[src/rtl/brj_pkg.sv]
package brj_pkg;
  localparam int INSTR_W = 32;
  localparam int OP_W    = 6;
  localparam int REG_W   = 5;
  localparam int DISP_W  = 21;

  localparam logic [OP_W-1:0] OP_BEQ = 6'h39;
  localparam logic [OP_W-1:0] OP_BNE = 6'h3D;
  localparam logic [OP_W-1:0] OP_BR  = 6'h30;
  localparam logic [OP_W-1:0] OP_BSR = 6'h34;
  localparam logic [OP_W-1:0] OP_JMP = 6'h1A;

  typedef enum logic [2:0] {
    CLS_NONE  = 3'd0,
    CLS_EQZ   = 3'd1,
    CLS_NEZ   = 3'd2,
    CLS_ALWAYS = 3'd3,
    CLS_REG   = 3'd4
  } xfer_cls_e;
endpackage

[src/rtl/brj_decode.sv]
module brj_decode
  import brj_pkg::*;
(
  input  logic [INSTR_W-1:0] instr,
  output xfer_cls_e          cls,
  output logic               links,
  output logic [REG_W-1:0]   link_reg,
  output logic [DISP_W-1:0]  disp
);
  logic [OP_W-1:0] op;

  assign op       = instr[31:26];
  assign link_reg = instr[25:21];
  assign disp     = instr[DISP_W-1:0];

  always_comb begin
    cls   = CLS_NONE;
    links = 1'b0;
    unique case (op)
      OP_BEQ: cls = CLS_EQZ;
      OP_BNE: cls = CLS_NEZ;
      OP_BR, OP_BSR: begin
        cls   = CLS_ALWAYS;
        links = 1'b1;
      end
      OP_JMP: begin
        cls   = CLS_REG;
        links = 1'b1;
      end
      default: ;
    endcase
  end
endmodule

[src/rtl/brj_target.sv]
module brj_target
  import brj_pkg::*;
#(
  parameter int AW = 32,
  parameter int DW = 64
) (
  input  xfer_cls_e         cls,
  input  logic [AW-1:0]     pc_inc,
  input  logic [DISP_W-1:0] disp,
  input  logic [DW-1:0]     rb_val,
  output logic [AW-1:0]     target
);
  localparam int EXT_W = AW - DISP_W - 2;

  logic [AW-1:0] disp_off;
  logic [AW-1:0] rel_tgt;
  logic [AW-1:0] abs_tgt;

  generate
    if (EXT_W > 0) begin : g_ext
      assign disp_off = {{EXT_W{disp[DISP_W-1]}}, disp, 2'b00};
    end else begin : g_trunc
      assign disp_off = AW'({disp, 2'b00});
    end
  endgenerate

  assign rel_tgt = pc_inc + disp_off;
  assign abs_tgt = {rb_val[AW-1:2], 2'b00};
  assign target  = (cls == CLS_REG) ? abs_tgt : rel_tgt;
endmodule

[src/rtl/brj_cond.sv]
module brj_cond
  import brj_pkg::*;
#(
  parameter int DW = 64
) (
  input  xfer_cls_e     cls,
  input  logic          valid,
  input  logic [DW-1:0] ra_val,
  output logic          taken
);
  logic is_zero;

  assign is_zero = (ra_val == '0);

  always_comb begin
    unique case (cls)
      CLS_EQZ:            taken = valid & is_zero;
      CLS_NEZ:            taken = valid & ~is_zero;
      CLS_ALWAYS, CLS_REG: taken = valid;
      default:            taken = 1'b0;
    endcase
  end
endmodule

[src/rtl/brj_unit.sv]
module brj_unit
  import brj_pkg::*;
#(
  parameter int AW = 32,
  parameter int DW = 64
) (
  input  logic                 clk,
  input  logic                 rst,
  input  logic                 ex_valid,
  input  logic [INSTR_W-1:0]   ex_instr,
  input  logic [AW-1:0]        ex_pc_inc,
  input  logic [DW-1:0]        ex_ra_val,
  input  logic [DW-1:0]        ex_rb_val,
  output logic                 mem_taken,
  output logic [AW-1:0]        mem_target,
  output logic [AW-1:0]        mem_next_pc,
  output logic [DW-1:0]        mem_link_val,
  output logic                 mem_link_we,
  output logic [REG_W-1:0]     mem_link_dst
);
  typedef logic [DW-1:0] data_t;

  xfer_cls_e         cls;
  logic              links;
  logic [REG_W-1:0]  link_reg;
  logic [DISP_W-1:0] disp;
  logic [AW-1:0]     tgt;
  logic              take;

  brj_decode u_dec (
    .instr    (ex_instr),
    .cls      (cls),
    .links    (links),
    .link_reg (link_reg),
    .disp     (disp)
  );

  brj_target #(.AW(AW), .DW(DW)) u_tgt (
    .cls    (cls),
    .pc_inc (ex_pc_inc),
    .disp   (disp),
    .rb_val (ex_rb_val),
    .target (tgt)
  );

  brj_cond #(.DW(DW)) u_cond (
    .cls    (cls),
    .valid  (ex_valid),
    .ra_val (ex_ra_val),
    .taken  (take)
  );

  always_ff @(posedge clk) begin
    if (rst) begin
      mem_taken    <= 1'b0;
      mem_target   <= '0;
      mem_next_pc  <= '0;
      mem_link_val <= '0;
      mem_link_we  <= 1'b0;
      mem_link_dst <= '0;
    end else begin
      mem_taken    <= take;
      mem_target   <= tgt;
      mem_next_pc  <= take ? tgt : ex_pc_inc;
      mem_link_val <= data_t'(ex_pc_inc);
      mem_link_we  <= ex_valid & links;
      mem_link_dst <= link_reg;
    end
  end
endmodule

[config.mk]
export PLATFORM = sky130hd
export DESIGN_NAME = brj_unit
export DESIGN_NICKNAME = d
export VERILOG_FILES = /design/src/rtl/brj_pkg.sv /design/src/rtl/brj_decode.sv /design/src/rtl/brj_target.sv /design/src/rtl/brj_cond.sv /design/src/rtl/brj_unit.sv
export SDC_FILE = /design/constraint.sdc
export NUM_CORES = 1
export LEC_CHECK = 0
export BUFFER_PORTS_ARGS = -buffer_cell sky130_fd_sc_hd__buf_2
export CAP_MARGIN = 20
export CORE_AREA = 2 2 127 129
export CTS_CLUSTER_SIZE = 8
export DETAILED_ROUTE_END_ITERATION = 8
export DIE_AREA = 0 0 129 131
export MAX_ROUTING_LAYER = met4
export PLACE_DENSITY = 0.76
export SYNTH_ARGS = -nofsm -noshare
export SYNTH_HDL_FRONTEND = slang
export SYNTH_HIERARCHICAL = 1
export SYNTH_SLANG_ARGS = --single-unit
[constraint.sdc]
create_clock -name clk -period 6.9 [get_ports clk]
set_clock_uncertainty 0.15 [all_clocks]
set_input_delay 0.345 -clock clk [delete_from_list [all_inputs] [get_ports clk]]
set_output_delay 0.345 -clock clk [all_outputs]
set_load 0.005 [all_outputs]
# After elaboration in Yosys (flattened, before gate mapping)
# Cells that the tools add are included.
# word_totals
elab_cells	30
ff_bits	135
in_bits	195
# op_classes
add_sub_neg	1
muxes	5
reduce_logical	4
n_bitwise	4
eq_ne	9
# ops
operator	n
logical NOT 64 bit	1
two-way mux 32 bit	2
adder 32 bit	1
== test 6 bit (second input constant)	4
case mux 3 bit (4 select lines)	1
== test 3 x 2 -> 1 bit (second input constant)	2
== test 6 x 5 -> 1 bit (second input constant)	1
OR reduction 2 bit	2
bitwise AND 1 bit	3
== test 3 x 1 -> 1 bit (second input constant)	1
== test 3 bit (second input constant)	1
case mux 1 bit (3 select lines)	1
OR reduction 3 bit	1
two-way mux 1 bit	1
inverter 1 bit	1

# Logic depth before layout (Yosys ltp)
# depth
ltp_word	7
depth_mapped	12
ltp_nobuf	11

# Modules after synthesis
# The synthesis kept the hierarchy.
# by_module_without_submodules
module	instances	cells_each	seq_area_each_um2	area_per_inst_um2
brj_unit	1	287	2062.0	3330.7
brj_target	1	306	0.0	1994.4
brj_decode	1	37	0.0	266.5
brj_cond	1	25	0.0	178.9

# Worst setup path after synthesis
# No wires, ideal clock.
# synth_path
path_kind	input to register
startpoint	input ex_instr[0]
endpoint	register mem_next_pc[18]
path_slack_ns	4.118
t_arrival_ns	2.515
setup_time_ns	0.117
path_stages	12
n_path_buf	1
cell_sequence	buf_4 -> ha_1 -> fa_1 -> a21o_1 -> o2bb2ai_1 -> o221ai_2 -> nand2_1 -> a221oi_1 -> xor2_1 -> a21oi_1 -> mux2i_1 -> nor2_1
# synth_via
elab_chain_cells	3
# synth_rtl
item	line	source
start, declared	brj_unit.sv:10	input logic [INSTR_W-1:0] ex_instr,
adder 32 bit	brj_target.sv:27	assign rel_tgt = pc_inc + disp_off;
two-way mux 32 bit	brj_target.sv:29	assign target = (cls == CLS_REG) ? abs_tgt : rel_tgt;
named net tgt[18]	brj_unit.sv:27	logic [AW-1:0] tgt;
two-way mux 32 bit	brj_unit.sv:64	mem_next_pc <= take ? tgt : ex_pc_inc;
end signal, assigned	brj_unit.sv:64	
end, declared	brj_unit.sv:16	output logic [AW-1:0] mem_next_pc,
# The timed path passes the listed nets, and every way through them passes these cells.
# A chain may end at the register's enable or synchronous reset.

# Worst setup path in the final report
# layout_path
startpoint	input ex_instr[0]
endpoint	register mem_next_pc[28]
# Same word-level chain as after synthesis.

==> results.ini <==
[status]
outcome=finished, final reports clean

[power]
p_seq_frac=0.412
comb_power_share=0.231
swShare=0.275
p_switching_uw=435
power.density_nw_per_um2=219
leakage_nw=3.47
ir_drop_uv=135
p_int_mw=1.14
p_clk_frac=0.357

[setup_path]
crit_arrival_ps=3050
end_kind=flop
required_ps=7020
crit_type=input port to flop
crit_fanout=4
startpoint_type=input port

[clock_network]
cts_sinks=103
h-tree-depth=3
hold_buffers=0
cts.reportedPaths.clkPinSlew_ps=70
root_buffer=clkbuf_16
cts.repair.resized=0
post-cts-setup-buffer-count=0
cts_buffer_depth=2
cts_buffers=9
tritoncts=yes

[layout]
stdcell_count=1102
nFillCells=1555
regArea_um2=2060
drive_gt1_frac=0.339
multi_input_area_um2=3160
layout.nets=1103
area_delta_synth_final_pct=24.9
utilization=0.462

[route]
ant_nets=0
vias_per_cell=4.72
drc_errors=0
dr.pass1.iters=4
num_vias=5197
drt_iter0_markers=263
wl_per_cell_um=14.4
wl_um=15800

[synthesis]
synth_cells=655
synth_cell_types=62
syn_area_per_cell_um2=8.81
yosysMostFrequentCell=dfxtp_1
synthesis.area_um2=5770
synth_edf_count=0
ys_seq_area_frac=0.357
synth_common_cells=dfxtp_1, nor2b_1, nor2_1
synth_top_area_frac=0.357
synth.area.top_cells=dfxtp_1, buf_4, nor2b_1
yosysTopAreaCell=dfxtp_1
synthArstFlopShare=0
synth_flop_cell=dfxtp_1
ys_warn_count=6
synth_seq_cells=103

[timing]
timing.hold.ws_ps=55.7
finalSetupViolCount=0
max-slew-margin-rel=0.324
setup-tns-final_ps=0
finalCritPeriodShare=0.424
finalMaxSlewViolations=0
tightest_slew_ps=1010
rsz0062_at_grt=false
fmax_mhz=342
min_period_ps=2920
hold_viol=0

[grt]
grt_pass1_vias=4543
grt_overflow=0
antenna_found_initial=2
grt_max_degree=104
grt_use_total=0.183
grt_pass1_wl_um=23500

[floorplan]
start_util=0.370
die-width_um=129
die_h_um=131
dieArea_um2=16900
coreArea_um2=15600
io-pin-count=330
row_count=46

[place]
dp_hpwl_um=12400
dp_cells=1083
port_buffers=263
place_congestion=0.848

[min_path]
hold_class=input port to flop

[flow_run]
cap_violations=0

cell usage in the layout (no fill, tap or decap), types with 4 or more instances in the layout:
cell type  instances
conb_1            32
ha_1              29
and3_1             5
nand2b_1           4
a31oi_1            4
a21o_1            14
buf_4              5
nor2b_1           71
nor3_1             6
inv_1              7
and2_1             5
xnor2_1           10
buf_2            262
xor2_1            11
o211ai_1           6
a21oi_1           45
o21ai_0           19
nand4_1            7
nor4_1            16
nand3b_1           4
nor2_1            69
nand2_1           39
nand3_1           12
dfxtp_1          103
clkbuf_16          9
mux2i_1           34
power groups by stage:
stage,Sequential [mW],Combinational [mW],Clock [mW]
floorplan,0.674,0.238,0
global placement,0.664,0.358,0
detailed placement,0.665,0.363,0
CTS,0.652,0.365,0.581
global route,0.656,0.409,0.603
finish,0.651,0.364,0.564
kinds of logic (layout without fill, tap and decap cells):
group / count (synthesis) / in the layout / share of synthesized area
buffers and inverters: 93 / 290 / 0.116
adder cells (fa/ha/maj): 30 / 30 / 0.0663
flip-flops: 103 / 103 / 0.357
other: 1 / 35 / 0.000650
multiplexers: 34 / 34 / 0.0590
AO/OA/AOI/OAI: 116 / 116 / 0.132
XOR/XNOR: 21 / 21 / 0.0319
AND/OR/NAND/NOR: 257 / 257 / 0.237
cell type report:
class                   count  area share
multi-input cells         490       0.439
flip-flops and latches    103       0.286
repair buffers            267       0.187
well taps                 216      0.0375
clock buffers              10      0.0332
clock inverters             6      0.0125
inverters                   7     0.00365
diodes                      3     0.00104
layer usage:
| metal | routed length (um) | global-route usage | up-vias |
|---|---|---|---|
| li1 | - | - | 2621 |
| met1 | 7270 | 0.244 | 2362 |
| met2 | 7210 | 0.278 | 197 |
| met3 | 1110 | 0.0428 | 17 |
| met4 | 230 | 0.0512 | 0 |
| met5 | 0 | - | - |
final timing paths:
path | endpoint | cells past startpoint | slack [ps] | from
worst min-delay path | mem_link_dst[1]$_SDFF_PP0_ | 2 | 60 | ex_instr[22]
worst max-delay path | mem_next_pc[28]$_SDFF_PP0_ | 12 | 3980 | ex_instr[0]
critical path, stage by stage:
cell and delay (ps):
buf_2 100, ha_1 220, fa_1 420, a21o_1 220, o2bb2ai_1 180, nor2_1 320, nor3_1 110, nor4bb_1 540
nor3_1 130, nor3_1 270, mux2i_1 120, nor2_1 90
per-stage QoR:
step | instance area (um2) | worst slack (ps) | power, mW
floorplan | 5890 | 4120 | 0.912
global placement | 6870 | 3560 | 1.02
detailed placement | 6870 | 3540 | 1.03
CTS | 7200 | 3900 | 1.60
global route | 7200 | 3730 | 1.67
finish | 7210 | 3980 | 1.58
flip-flops by register name, indices dropped and copies added, names as in the netlist:
| name | cells |
|---|---|
| mem_link_dst | 5 |
| mem_link_val | 32 |
| mem_link_we | 1 |
| mem_next_pc | 32 |
| mem_taken | 1 |
| mem_target | 32 |
(Power assumes the default switching activity.)
